$ cat config.mk
export PLATFORM = sky130hd
export DESIGN_NAME = gpio_port
export DESIGN_NICKNAME = d
export VERILOG_FILES = /design/src/rtl/gpio_port_pkg.sv /design/src/rtl/gpio_sync.sv /design/src/rtl/gpio_regs.sv /design/src/rtl/gpio_pad_mux.sv /design/src/rtl/gpio_port.sv
export SDC_FILE = /design/constraint.sdc
export NUM_CORES = 1
export LEC_CHECK = 0
export ABC_AREA = 0
export ABC_CLOCK_PERIOD_IN_PS = 2110
export BUFFER_PORTS_ARGS = -buffer_cell sky130_fd_sc_hd__buf_4
export CORE_MARGIN = 5
export CORE_UTILIZATION = 54
export DETAILED_ROUTE_END_ITERATION = 16
export PLACE_DENSITY = 0.86
export SETUP_SLACK_MARGIN = 0.4
export SLEW_MARGIN = 20
export SYNTH_ARGS = -nofsm -noshare
export SYNTH_HDL_FRONTEND = slang
export SYNTH_SLANG_ARGS = --single-unit
$ cat constraint.sdc
create_clock -name clk_i -period 2.11 [get_ports clk_i]
set_input_delay 0.1055 -clock clk_i [delete_from_list [all_inputs] [get_ports clk_i]]
set_output_delay 0.1055 -clock clk_i [all_outputs]
set_load 0.01 [all_outputs]
$ cat src/rtl/gpio_port_pkg.sv
package gpio_port_pkg;
  localparam int ADDR_W = 3;

  typedef enum logic [ADDR_W-1:0] {
    SEL_DATA    = 3'd0,
    SEL_SET     = 3'd1,
    SEL_CLR     = 3'd2,
    SEL_TGL     = 3'd3,
    SEL_DIR     = 3'd4,
    SEL_PUDIS   = 3'd5,
    SEL_FUNC_LO = 3'd6,
    SEL_FUNC_HI = 3'd7
  } reg_sel_e;
endpackage

$ cat src/rtl/gpio_sync.sv
module gpio_sync #(
  parameter int W      = 32,
  parameter int STAGES = 2
) (
  input  logic         clk_i,
  input  logic         rst_ni,
  input  logic [W-1:0] d_i,
  output logic [W-1:0] q_o
);
  logic [W-1:0] stg_q [STAGES];

  always_ff @(posedge clk_i or negedge rst_ni) begin
    if (!rst_ni) begin
      for (int s = 0; s < STAGES; s++) stg_q[s] <= '0;
    end else begin
      stg_q[0] <= d_i;
      for (int s = 1; s < STAGES; s++) stg_q[s] <= stg_q[s-1];
    end
  end

  assign q_o = stg_q[STAGES-1];
endmodule

$ cat src/rtl/gpio_regs.sv
module gpio_regs
  import gpio_port_pkg::*;
#(
  parameter int NPINS = 32
) (
  input  logic              clk_i,
  input  logic              rst_ni,
  input  logic              wr_en_i,
  input  logic [ADDR_W-1:0] wr_addr_i,
  input  logic [NPINS-1:0]  wr_data_i,
  input  logic              rd_en_i,
  input  logic [ADDR_W-1:0] rd_addr_i,
  input  logic [NPINS-1:0]  pin_sync_i,
  output logic [NPINS-1:0]  rd_data_o,
  output logic              rd_valid_o,
  output logic [NPINS-1:0]  lat_o,
  output logic [NPINS-1:0]  dir_o,
  output logic [NPINS-1:0]  pud_o,
  output logic [NPINS-1:0]  fsel_o
);
  localparam int HALF = NPINS / 2;
  localparam int UPW  = NPINS - HALF;

  logic [NPINS-1:0] lat_q, dir_q, pud_q, fsel_q, rdata_q, rd_mux;
  logic             rvalid_q;

  always_ff @(posedge clk_i or negedge rst_ni) begin
    if (!rst_ni) begin
      lat_q  <= '0;
      dir_q  <= '0;
      pud_q  <= '0;
      fsel_q <= '0;
    end else if (wr_en_i) begin
      unique case (reg_sel_e'(wr_addr_i))
        SEL_DATA:    lat_q <= wr_data_i;
        SEL_SET:     lat_q <= lat_q | wr_data_i;
        SEL_CLR:     lat_q <= lat_q & ~wr_data_i;
        SEL_TGL:     lat_q <= lat_q ^ wr_data_i;
        SEL_DIR:     dir_q <= wr_data_i;
        SEL_PUDIS:   pud_q <= wr_data_i;
        SEL_FUNC_LO: fsel_q[HALF-1:0] <= wr_data_i[HALF-1:0];
        SEL_FUNC_HI: fsel_q[NPINS-1:HALF] <= wr_data_i[UPW-1:0];
        default:     ;
      endcase
    end
  end

  always_comb begin
    unique case (reg_sel_e'(rd_addr_i))
      SEL_DATA:    rd_mux = pin_sync_i;
      SEL_DIR:     rd_mux = dir_q;
      SEL_PUDIS:   rd_mux = pud_q;
      SEL_FUNC_LO: rd_mux = {{UPW{1'b0}}, fsel_q[HALF-1:0]};
      SEL_FUNC_HI: rd_mux = {{HALF{1'b0}}, fsel_q[NPINS-1:HALF]};
      default:     rd_mux = '0; // write-only aliases
    endcase
  end

  always_ff @(posedge clk_i or negedge rst_ni) begin
    if (!rst_ni) begin
      rvalid_q <= 1'b0;
      rdata_q  <= '0;
    end else begin
      rvalid_q <= rd_en_i;
      if (rd_en_i) rdata_q <= rd_mux;
    end
  end

  assign rd_data_o  = rdata_q;
  assign rd_valid_o = rvalid_q;
  assign lat_o      = lat_q;
  assign dir_o      = dir_q;
  assign pud_o      = pud_q;
  assign fsel_o     = fsel_q;
endmodule

$ cat src/rtl/gpio_pad_mux.sv
module gpio_pad_mux #(
  parameter int NPINS = 32
) (
  input  logic [NPINS-1:0] lat_i,
  input  logic [NPINS-1:0] dir_i,
  input  logic [NPINS-1:0] pud_i,
  input  logic [NPINS-1:0] fsel_i,
  input  logic [NPINS-1:0] alt_out_i,
  input  logic [NPINS-1:0] alt_oe_i,
  output logic [NPINS-1:0] pin_o,
  output logic [NPINS-1:0] pin_oe_o,
  output logic [NPINS-1:0] pin_pu_o
);
  for (genvar i = 0; i < NPINS; i++) begin : g_pin
    assign pin_o[i]    = fsel_i[i] ? alt_out_i[i] : lat_i[i];
    assign pin_oe_o[i] = fsel_i[i] ? alt_oe_i[i]  : dir_i[i];
    assign pin_pu_o[i] = ~pud_i[i];
  end
endmodule

$ cat src/rtl/gpio_port.sv
module gpio_port
  import gpio_port_pkg::*;
#(
  parameter int NPINS       = 32,
  parameter int SYNC_STAGES = 2
) (
  input  logic              clk_i,
  input  logic              rst_ni,
  input  logic              wr_en_i,
  input  logic [ADDR_W-1:0] wr_addr_i,
  input  logic [NPINS-1:0]  wr_data_i,
  input  logic              rd_en_i,
  input  logic [ADDR_W-1:0] rd_addr_i,
  output logic [NPINS-1:0]  rd_data_o,
  output logic              rd_valid_o,
  input  logic [NPINS-1:0]  pin_i,
  output logic [NPINS-1:0]  pin_o,
  output logic [NPINS-1:0]  pin_oe_o,
  output logic [NPINS-1:0]  pin_pu_o,
  input  logic [NPINS-1:0]  alt_out_i,
  input  logic [NPINS-1:0]  alt_oe_i
);
  logic [NPINS-1:0] pin_sync, lat_q, dir_q, pud_q, fsel_q;

  gpio_sync #(.W(NPINS), .STAGES(SYNC_STAGES)) u_sync (
    .clk_i, .rst_ni, .d_i(pin_i), .q_o(pin_sync)
  );

  gpio_regs #(.NPINS(NPINS)) u_regs (
    .clk_i, .rst_ni,
    .wr_en_i, .wr_addr_i, .wr_data_i,
    .rd_en_i, .rd_addr_i,
    .pin_sync_i(pin_sync),
    .rd_data_o, .rd_valid_o,
    .lat_o(lat_q), .dir_o(dir_q), .pud_o(pud_q), .fsel_o(fsel_q)
  );

  gpio_pad_mux #(.NPINS(NPINS)) u_mux (
    .lat_i(lat_q), .dir_i(dir_q), .pud_i(pud_q), .fsel_i(fsel_q),
    .alt_out_i, .alt_oe_i,
    .pin_o, .pin_oe_o, .pin_pu_o
  );
endmodule

### Yosys cells after proc, flatten, opt, wreduce, memory -nomap -nowiden

Index checks and enable logic that the tools add are counted.

| word-level totals | value |
|---|---|
| register bits | 225 |
| input port bits | 138 |
| output and inout bits | 129 |
| word-level logic and storage cells | 130 |

| cells by class | value |
|---|---|
| muxes and demuxes | 66 |
| bitwise logic cells | 36 |
| equal/unequal tests | 11 |
| reductions and logical operators | 8 |

Operators with widths:

| kind | count |
|---|---|
| $pmux W32 S5 | 1 |
| $pmux W32 S4 | 1 |
| $mux W1 | 64 |
| $and A32 B32 Y32 | 1 |
| $not A1 Y1 | 32 |
| $not A32 Y32 | 1 |
| $or A32 B32 Y32 | 1 |
| $xor A32 B32 Y32 | 1 |
| $eq A3 B3 Y1 const B | 8 |
| $reduce_and A2 Y1 | 5 |
| $eq A3 B2 Y1 const B | 2 |
| $logic_not A3 Y1 | 2 |
| $reduce_bool A4 Y1 | 1 |
| $eq A3 B1 Y1 const B | 1 |

### Longest topological paths before layout

Gate-level depths: netlist of the first run.

| logic depth | value |
|---|---|
| word-level depth | 3 |
| gate-level depth with buffers | 6 |
| gate-level depth less buffers | 5 |

### Hierarchy

A second synthesis of the first run with hierarchy kept.

| second synthesis, totals | value |
|---|---|
| cell total of the unflattened synthesis | 984 |
| area total of the unflattened synthesis | 11798.8 um^2 |

Modules (own cells, without submodules):

| module | cells each | area each (um^2) | instances | sequential area each (um^2) |
|---|---|---|---|---|
| gpio_regs | 792 | 9116.2 | 1 | 4028.9 |
| gpio_sync | 96 | 1841.8 | 1 | 1601.5 |
| gpio_pad_mux | 96 | 840.8 | 1 | 0.0 |

### Worst setup path before layout of the first run

No wires, ideal clock.

| timing path | value |
|---|---|
| path type | register to register |
| from | register u_regs.lat_q[1], in the netlist u_regs.lat_o[1] |
| to | register u_regs.lat_q[1], in the netlist u_regs.lat_o[1] |
| slack | 638 ps |
| buffers on the path | 0 |
| library setup time | 125 ps |
| required time | 1985 ps |
| period minus slack after synthesis | 1472 ps |
| stages on the path, launching flop included | 5 |
| arrival | 1347 ps |
| cell sequence | dfrtp_1 -> inv_1 -> ha_1 -> mux4_1 -> mux2_2 |

| on the way | value |
|---|---|
| cells in the longest elaborated chain, start to end | 2 |
| elaborated cells between the ends (all ways) | 4 |
| those cells by class | mux (1); bitwise (3) |

Ends and longest elaborated chain:

| what | RTL line | text |
|---|---|---|
| from (decl) | gpio_regs.sv:24 | `logic [NPINS-1:0] lat_q, dir_q, pud_q, fsel_q, rdata_q, rd_mux;` |
| from (signal assigned) | gpio_regs.sv:35 | `SEL_DATA: lat_q <= wr_data_i;` |
| from (signal assigned) | gpio_regs.sv:36 | `SEL_SET: lat_q <= lat_q \| wr_data_i;` |
| from (signal assigned) | gpio_regs.sv:37 | `SEL_CLR: lat_q <= lat_q & ~wr_data_i;` |
| $xor A32 B32 Y32 (tied with other cells) | gpio_regs.sv:38 | `SEL_TGL: lat_q <= lat_q ^ wr_data_i;` |
| $pmux W32 S4 (*) | gpio_regs.sv:34 | `unique case (reg_sel_e'(wr_addr_i))` |

Every way passes the cells marked *; elsewhere a longest branch is shown, timed or not.
A chain may end at the register's enable or synchronous reset.

### Worst setup path in the final report of the first run

| timing path | value |
|---|---|
| from | register u_regs.fsel_q[26], in the netlist u_regs.fsel_o[26] |
| to | output port pin_oe_o[26] |

| on the way | value |
|---|---|
| cells in the longest elaborated chain, start to end | 1 |

Ends and longest elaborated chain:

| what | RTL line | text |
|---|---|---|
| from (decl) | gpio_regs.sv:24 |  |
| from (signal, indexed assignment) | gpio_regs.sv:41 | `SEL_FUNC_LO: fsel_q[HALF-1:0] <= wr_data_i[HALF-1:0];` |
| from (signal, indexed assignment) | gpio_regs.sv:42 | `SEL_FUNC_HI: fsel_q[NPINS-1:HALF] <= wr_data_i[UPW-1:0];` |
| $mux W1 | gpio_pad_mux.sv:16 | `assign pin_oe_o[i] = fsel_i[i] ? alt_oe_i[i] : dir_i[i];` |
| to (decl) | gpio_port.sv:18 | `output logic [NPINS-1:0] pin_oe_o,` |

Every way passes these cells.

==> flow_summary.json, run 1 <==
{
  "status": "finished, final reports clean",
  "cts_max_path_buffers": 3,
  "synth_largest_area_cell": "dfrtp_1",
  "async_flop_share_pct": 100,
  "synth.cell_area_um2": 11300,
  "rr_startpoint": "u_regs.lat_o[30]",
  "synth_common_cells": "dfrtp_1 (225), inv_1 (144), o21ai_0 (105)",
  "clk_latency_ps": 510,
  "tns_ps": 0,
  "rows": 53,
  "cts_htree_levels": 1,
  "ys_ff_latch": 225,
  "synthCells": 978,
  "yosys.cell_types.count": 31,
  "die_width_um": 155,
  "rr_endpoint": "u_regs.lat_o[30]",
  "yosysWarningCount": 0,
  "drt-total-wl_um": 33400,
  "drt_pass1_iterations": 5,
  "syn-num-nets": 1180,
  "core_area_um2": 20800,
  "cts_buffers": 24,
  "start_util_pct": 54.4,
  "peakVddDrop_uv": 527,
  "layout-drive-gt1-share_pct": 33.9,
  "antenna_found_initial": 0,
  "rr_worst_depth": 4,
  "grtUsageTotal_pct": 27.4,
  "min_path_cells": 3,
  "leakage_nw": 7.43,
  "clock-skew-final_ps": 13.4,
  "r2r_slack_ps": 460,
  "clock_sinks": 225,
  "cp.required_ps": 2000,
  "period_minus_slack_ps": 1670,
  "end_kind": "primary output",
  "yosysTopAreaCellShare_pct": 49.7,
  "slew_headroom_pct": 41.4,
  "synthFlopType": "dfrtp_1",
  "ios": 267,
  "synth.area.top_cells": "dfrtp_1 (50%), mux2_2 (7.5%), ha_1 (7.1%)",
  "syn_area_per_cell_um2": 11.6,
  "nets": 1501,
  "die_h_um": 155,
  "period_share_pct": 79.1,
  "drc_errors": 0,
  "finalHoldViolations": 0,
  "ant_nets": 0,
  "cts_tree": "done",
  "detail_route.iter0.violations": 529,
  "routed_via_density": 5.56,
  "cp_max_fo": 5,
  "dp_hpwl_um": 22400,
  "diodes": 0,
  "grt_pass1_vias": 9416,
  "synth.most_common_cell": "dfrtp_1",
  "path_class": "register to primary output",
  "grt_setup_unrepaired": "false",
  "num_vias": 8851,
  "cts.clk_slew.worst_paths_ps": 70,
  "drt-wirelength-per-cell_um": 21.0,
  "grt_max_degree": 69,
  "grt_pass1_wl_um": 51800,
  "finalNonFillerCells": 1592,
  "worstPathArrival_ps": 1560,
  "synth_edf_count": 0,
  "overflow": 0,
  "crit_path_start_kind": "register",
  "dieArea_um2": 24000,
  "hold_class": "primary input to register",
  "tightest_slew_ps": 877,
  "fmax_ghz": 0.599,
  "port_buffers": 266,
  "root_buffer": "clkbuf_16",
  "maxCapViolCount": 0,
  "dp_cells": 1482,
  "syn2layout_area_growth_pct": 33.2,
  "finalMaxSlewViolations": 0,
  "holdPathEnd": "u_regs.rd_data_o[17]",
  "hold_start": "rd_addr_i[0]",
  "gp_congestion": 0.834,
  "yosysSeqAreaShare_pct": 49.7,
  "p_per_area_nw_per_um2": 955,
  "setup_viol": 0
}
## cells in the final DEF, fill, tap and decap left out, drive strengths merged, types with 64 or more instances in the layout
cell / n
buf: 283
dfrtp: 225
inv: 144
o21ai: 112
nand2: 98
mux2: 96
dlygate4sd3: 66
ha: 64
## through the flow
| stage | total power, mW | util, % | setup slack, ps | cell area [um2] | hold WS [ps] |
|---|---|---|---|---|---|
| after global routing | 15.1 | 72.4 | 409 | 15100 | 73.3 |
| final | 14.4 | 72.4 | 442 | 15100 | 87.2 |
| after CTS | 14.4 | 72.4 | 413 | 15100 | 75.9 |
| after floorplan | 7.71 | - | 638 | 11300 | -190 |
| after detailed placement | 9.65 | 65.0 | 188 | 13500 | 99.2 |
| after global placement | 9.43 | 65.0 | 328 | 13500 | 100 |
## logic make-up (layout without fill, tap and decap cells)
family          after synthesis  count (layout)  synth area share (%)
flops                       225             225                  49.7
simple gates                155             155                  6.79
buf+inv                     198             537                  7.47
mux                         160             160                  19.5
compound gates              176             176                  9.37
fa+ha+maj                    64              64                  7.07
## how the worst max path moves through the flow
stage,start,end,slack [ps],cells past startpoint
finish,u_regs.fsel_o[26],pin_oe_o[26],440,2
global route,u_regs.lat_o[30],u_regs.lat_o[30],410,4
floorplan,u_regs.lat_o[1],u_regs.lat_o[1],640,4
global placement,wr_addr_i[0],u_regs.pud_o[25],330,4
detailed placement,wr_addr_i[0],u_regs.pud_o[22],190,3
CTS,u_regs.fsel_o[24],pin_oe_o[24],410,2
## area by class of cell
class | instances | area, um2
Tap cell | 275 | 344
Clock buffer | 32 | 672
Timing Repair Buffer | 349 | 2830
Inverter | 144 | 541
Clock inverter | 12 | 196
Sequential cell | 225 | 5630
Multi-Input combinational cell | 555 | 4860
Fill cell | 1365 | 5750
## registers in the layout, indices dropped and copies added (netlist names)
name               flops
u_regs.dir_o          32
u_regs.fsel_o         32
u_sync.stg_q          32
u_regs.pud_o          32
u_sync.q_o            32
u_regs.rd_valid_o      1
u_regs.rd_data_o      32
u_regs.lat_o          32
## worst max-delay path: stages (launching register included)
cell,delay [ps]
dfrtp_1,530
mux2_2,390
buf_4,140
## routing by layer
metal  track usage [%]  up-vias  routed length (um)
met3              4.87       69                2320
met2              45.2      368               16300
met1              36.5     4442               13600
met4              10.1        0                1160
li1                  -     3972                   -
met5                 0        -                   0
## what timing repair did
action                     in CTS  in global routing
resized for setup               0                  1
hold buffers                   66                  0
buffers inserted                0                  0
setup endpoints to repair       0                  1
hold endpoints to repair      214                  0
## report_power, final
part / switching [mW] / internal [mW]
Clock: 1.75 / 2.86
Combinational: 1.84 / 2.17
Sequential: 0.747 / 5.04
Total: 4.33 / 10.1
Note: power is estimated with default switching activity, not from simulation.
==> inputs of run 2 (changes only) <==
--- a/config.mk
+++ b/config.mk
@@ -6,12 +6,12 @@
 export NUM_CORES = 1
 export LEC_CHECK = 0
 export ABC_AREA = 0
-export ABC_CLOCK_PERIOD_IN_PS = 2110
+export ABC_CLOCK_PERIOD_IN_PS = 1300
 export BUFFER_PORTS_ARGS = -buffer_cell sky130_fd_sc_hd__buf_4
 export CORE_MARGIN = 5
-export CORE_UTILIZATION = 54
+export CORE_UTILIZATION = 49
 export DETAILED_ROUTE_END_ITERATION = 16
-export PLACE_DENSITY = 0.86
+export PLACE_DENSITY = 0.83
 export SETUP_SLACK_MARGIN = 0.4
 export SLEW_MARGIN = 20
 export SYNTH_ARGS = -nofsm -noshare
==> constraint.sdc (replaced) <==
create_clock -name clk_i -period 1.3 [get_ports clk_i]
set_input_delay 0.065 -clock clk_i [delete_from_list [all_inputs] [get_ports clk_i]]
set_output_delay 0.065 -clock clk_i [all_outputs]
set_load 0.01 [all_outputs]
==> flow_summary.json, run 2 (synthesis results as in run 1) <==
{
  "cts_max_path_buffers": 3,
  "antenna_found_initial": 3,
  "tightest_slew_ps": 691,
  "grt_pass1_wl_um": 68300,
  "nets": 1793,
  "rows": 55,
  "power_frac_seq_pct": 30.9,
  "overflow": 0,
  "grt_max_degree": 65,
  "finalMaxSlewViolations": 0,
  "grtUsageTotal_pct": 33.6,
  "num_vias": 11600,
  "combPwrFrac_pct": 42.5,
  "peakVddDrop_uv": 1110,
  "cp.required_ps": 1710,
  "drt_pass1_iterations": 6,
  "finalHoldViolations": 0,
  "maxCapViolCount": 0,
  "setup_viol": 104,
  "fmax_ghz": 0.569,
  "clock_sinks": 225,
  "drt-wirelength-per-cell_um": 29.0,
  "routed_via_density": 6.12,
  "core_area_um2": 22700,
  "preCtsSetupSlack_ps": -284,
  "grt_pass1_vias": 11800,
  "syn2layout_area_growth_pct": 75.7,
  "internal-power_mw": 21.0,
  "grt_setup_unrepaired": "true",
  "cp_max_fo": 3,
  "ant_nets": 0,
  "detail_route.iter0.violations": 1220,
  "final_core_util_pct": 87.6,
  "ios": 267,
  "path_class": "primary input to register",
  "clk_latency_ps": 530,
  "end_kind": "register",
  "slew_headroom_pct": 53.9,
  "die_width_um": 162,
  "netSwitchingFraction_pct": 33.1,
  "cts.clk_slew.worst_paths_ps": 70,
  "leakage_nw": 9.45,
  "dieArea_um2": 26200,
  "die_h_um": 162,
  "most-common-layout-cells": "buf_4 (322), buf_6 (226), dfrtp_1 (198)",
  "setup_ws_ps": -458,
  "hold_class": "primary input to async pin",
  "gp_congestion": 0.846,
  "clock-skew-final_ps": 16.0,
  "port_buffers": 266,
  "layout-drive-gt1-share_pct": 62.8,
  "layout_commonest_cell": "buf_4",
  "fillerInstances": 841,
  "violations": "setup timing",
  "p_per_area_nw_per_um2": 1580,
  "cts_htree_levels": 1,
  "cts_tree": "done",
  "status": "finished with violations",
  "power.switching_mw": 10.4,
  "worstPathArrival_ps": 2160,
  "period_share_pct": 135,
  "drt-total-wl_um": 55000,
  "cts_buffers": 24,
  "crit_path_start_kind": "primary input",
  "root_buffer": "clkbuf_16",
  "drc_errors": 0,
  "start_util_pct": 49.8,
  "period_minus_slack_ps": 1760,
  "p_clk_share_pct": 26.7,
  "dp_hpwl_um": 24800
}
[run 2: cell count changes in the layout (fill, tap and decap cells not counted), sizes merged]
cell         before  now
bufinv            5    7
dlygate4sd3      66   77
diode             0    3
buf             283  564
clkinv            7    3
clkinvlp          0    2
[run 2: timing repair]
| item | 4_1_cts | 5_1_grt |
|---|---|---|
| setup buffers | 126 | 60 |
| hold buffers | 77 | 0 |
| hold endpoints to repair | 314 | 0 |
| setup endpoints to repair | 193 | 236 |
| cloned | 0 | 0 |
| resized for setup | 375 | 209 |
| pin swaps | 29 | 33 |
[run 2: layer usage]
metal / GRT usage [%] / wire length [um] / vias up
met5: 0 / 14 / -
met4: 21.2 / 5450 / 2
met3: 6.34 / 5150 / 387
met2: 57.4 / 25900 / 960
met1: 39.1 / 18500 / 5684
li1: - / - / 4569
[run 2: path summary, 6_finish.rpt]
path | startpoint | end | slack (ps) | cells after the start
setup / recovery | wr_data_i[27] | u_regs.lat_o[27] | -460 | 6
hold reg to reg | u_sync.stg_q[58] | u_sync.q_o[26] | 340 | 0
hold / removal | rst_ni | u_regs.dir_o[9] | 1 | 2
max in group asynchronous | rst_ni | u_regs.fsel_o[19] | 590 | 3
setup reg to reg | u_regs.lat_o[15] | u_regs.lat_o[15] | -430 | 4
min in group clk_i | wr_data_i[13] | u_regs.fsel_o[29] | 20 | 4
[run 2: cell type report]
type                       count  area (um2)  area share [%]
multi-input combinational    555        6340            31.9
clock inverter                12         240            1.21
sequential                   225        5660            28.5
tap                          285         357            1.79
inverter                     144         541            2.72
clock buffer                  32         692            3.48
timing repair buffer         641        6050            30.4
antenna                        3        7.51          0.0378
[run 2: power groups by stage]
stage | sequential, mW | clock, mW | combinational (mW)
after floorplan | 9.06 | 0 | 3.86
after global placement | 9.33 | 0 | 6.74
after detailed placement | 9.44 | 0 | 7.04
after CTS | 9.34 | 8.07 | 10.5
after global routing | 9.74 | 8.62 | 13.8
final | 9.67 | 8.37 | 13.3
[run 2: through the flow]
| stage | instance area (um2) | power [mW] | hold slack (ps) | std cells | setup TNS, ps |
|---|---|---|---|---|---|
| 6_report | 19900 | 31.4 | 1.15 | 1897 | -21840 |
| 3_3_place_gp | 14700 | 16.1 | -47.5 | 1587 | -8420 |
| 2_1_floorplan | 11800 | 12.9 | -231 | 978 | -5440 |
| 3_5_place_dp | 14700 | 16.5 | -48.3 | 1587 | -11170 |
| 4_1_cts | 18600 | 27.9 | 1.99 | 1834 | -16300 |
| 5_1_grt | 19900 | 32.2 | 32.9 | 1896 | -23670 |
[run 2: critical path, stage by stage]
cell           delay [ps]
buf_4                  90
dlygate4sd3_1         750
inv_1                 200
ha_4                  280
mux4_2                490
mux2_4                280
==> inputs of run 3 (changes only) <==
--- a/config.mk
+++ b/config.mk
@@ -9,9 +9,10 @@
 export ABC_CLOCK_PERIOD_IN_PS = 1300
 export BUFFER_PORTS_ARGS = -buffer_cell sky130_fd_sc_hd__buf_4
 export CORE_MARGIN = 5
-export CORE_UTILIZATION = 49
+export CORE_UTILIZATION = 51
+export CTS_BUF_LIST = sky130_fd_sc_hd__clkbuf_2
 export DETAILED_ROUTE_END_ITERATION = 16
-export PLACE_DENSITY = 0.83
+export PLACE_DENSITY = 0.85
 export SETUP_SLACK_MARGIN = 0.4
 export SLEW_MARGIN = 20
 export SYNTH_ARGS = -nofsm -noshare
==> flow_summary.json, run 3 (synthesis results as in run 1) <==
{
  "leakage_nw": 9.49,
  "crit_path_start_kind": "register",
  "tightest_slew_ps": 968,
  "path_class": "register to primary output",
  "port_buffers": 266,
  "ant_nets": 0,
  "finalMaxSlewViolations": 0,
  "routed_via_density": 6.26,
  "drt-total-wl_um": 58400,
  "ctsHoldBuffers": 105,
  "drt-wirelength-per-cell_um": 29.8,
  "finalHoldViolations": 38,
  "cts_tree": "done",
  "peakVddDrop_uv": 924,
  "cts_buffers": 57,
  "dpl_cell_area_um2": 14700,
  "dieArea_um2": 25300,
  "p_total_mw": 28.2,
  "layout_commonest_cell": "buf_4",
  "core_area_um2": 21800,
  "violations": "hold timing, setup timing",
  "hold_class": "primary input to register",
  "slew_headroom_pct": 35.2,
  "antenna_found_initial": 3,
  "nets": 1846,
  "num_vias": 12300,
  "tns_ps": -59540,
  "clk_latency_ps": 1010,
  "cts.clk_slew.worst_paths_ps": 290,
  "overflow": 0,
  "drt_pass1_iterations": 7,
  "start_util_pct": 51.9,
  "clock-skew-final_ps": 197,
  "most-common-layout-cells": "buf_4 (320), buf_6 (216), dfrtp_1 (195)",
  "holdWs_ps": -151,
  "period_share_pct": 157,
  "status": "finished with violations",
  "p_per_area_nw_per_um2": 1440,
  "die_h_um": 159,
  "final_core_util_pct": 89.9,
  "cts_htree_levels": 2,
  "grt_max_degree": 48,
  "ios": 267,
  "cp.required_ps": 1240,
  "worstPathArrival_ps": 1980,
  "grt_pass1_vias": 12400,
  "dp_hpwl_um": 24300,
  "fmax_ghz": 0.489,
  "postLayoutCellArea_um2": 19600,
  "maxCapViolCount": 0,
  "detail_route.iter0.violations": 1399,
  "cp_max_fo": 3,
  "gp_congestion": 0.843,
  "grt_setup_unrepaired": "true",
  "setup_viol": 170,
  "grt_pass1_wl_um": 70200,
  "setup_ws_ps": -746,
  "end_kind": "primary output",
  "grtUsageTotal_pct": 35.1,
  "period_minus_slack_ps": 2050,
  "drc_errors": 0,
  "die_width_um": 159,
  "rows": 54,
  "syn2layout_area_growth_pct": 73.3,
  "clock_sinks": 225,
  "root_buffer": "clkbuf_2",
  "cts_max_path_buffers": 3,
  "layout-drive-gt1-share_pct": 61.4
}
==> run 3: worst paths after layout <==
path,startpoint,to,slack [ps],cells past startpoint
max,u_regs.dir_o[27],pin_oe_o[27],-750,2
min,wr_addr_i[1],u_regs.dir_o[27],-150,5
max reg2reg,u_regs.lat_o[21],u_regs.lat_o[21],-480,5
min reg2reg,u_sync.stg_q[37],u_sync.q_o[5],270,0
max in group asynchronous,rst_ni,u_regs.lat_o[25],480,4
min in group asynchronous,rst_ni,u_regs.dir_o[27],50,3
==> run 3: timing repair <==
| item | CTS | global route |
|---|---|---|
| buffers inserted | 119 | 63 |
| hold endpoints to repair | 418 | 56 |
| pin swaps | 29 | 33 |
| endpoints found under the setup margin | 192 | 242 |
| gates cloned | 0 | 1 |
| resized for setup | 363 | 201 |
==> run 3: power by group <==
group          switching, mW  internal, mW  leakage [nW]
sequential              1.53          8.19          2.71
combinational           5.67          7.50          6.41
clock                   3.43          1.85         0.376
total                   10.6          17.5          9.49
==> run 3: metal layers <==
| metal | up-vias | global-route usage (%) | share of wire, % |
|---|---|---|---|
| li1 | 4687 | - | - |
| met1 | 6041 | 37.6 | 31 |
| met3 | 436 | 7.22 | 9.9 |
| met4 | 2 | 22.1 | 11 |
| met5 | - | 0 | 0.022 |
| met2 | 1100 | 63.0 | 48 |
==> run 3: stage by stage <==
step	cells	setup WS, ps
floorplan	978	-171
global placement	1577	-206
detailed placement	1577	-272
CTS	1894	-605
global route	1960	-762
finish	1960	-746
==> run 3: final cells by class <==
cell class | count | area (um2)
clock buffers | 81 | 405
multi-input cells | 555 | 6280
fillers | 734 | 2200
flip-flops and latches | 225 | 5670
clock inverters | 12 | 80.1
repair buffers | 661 | 6290
diodes | 2 | 5.00
inverters | 144 | 541
well taps | 280 | 350
==> run 3: worst max-delay path, cell delays in order (launching register included) <==
cell     delay (ps)
dfrtp_1         530
mux2_4          320
buf_6           130
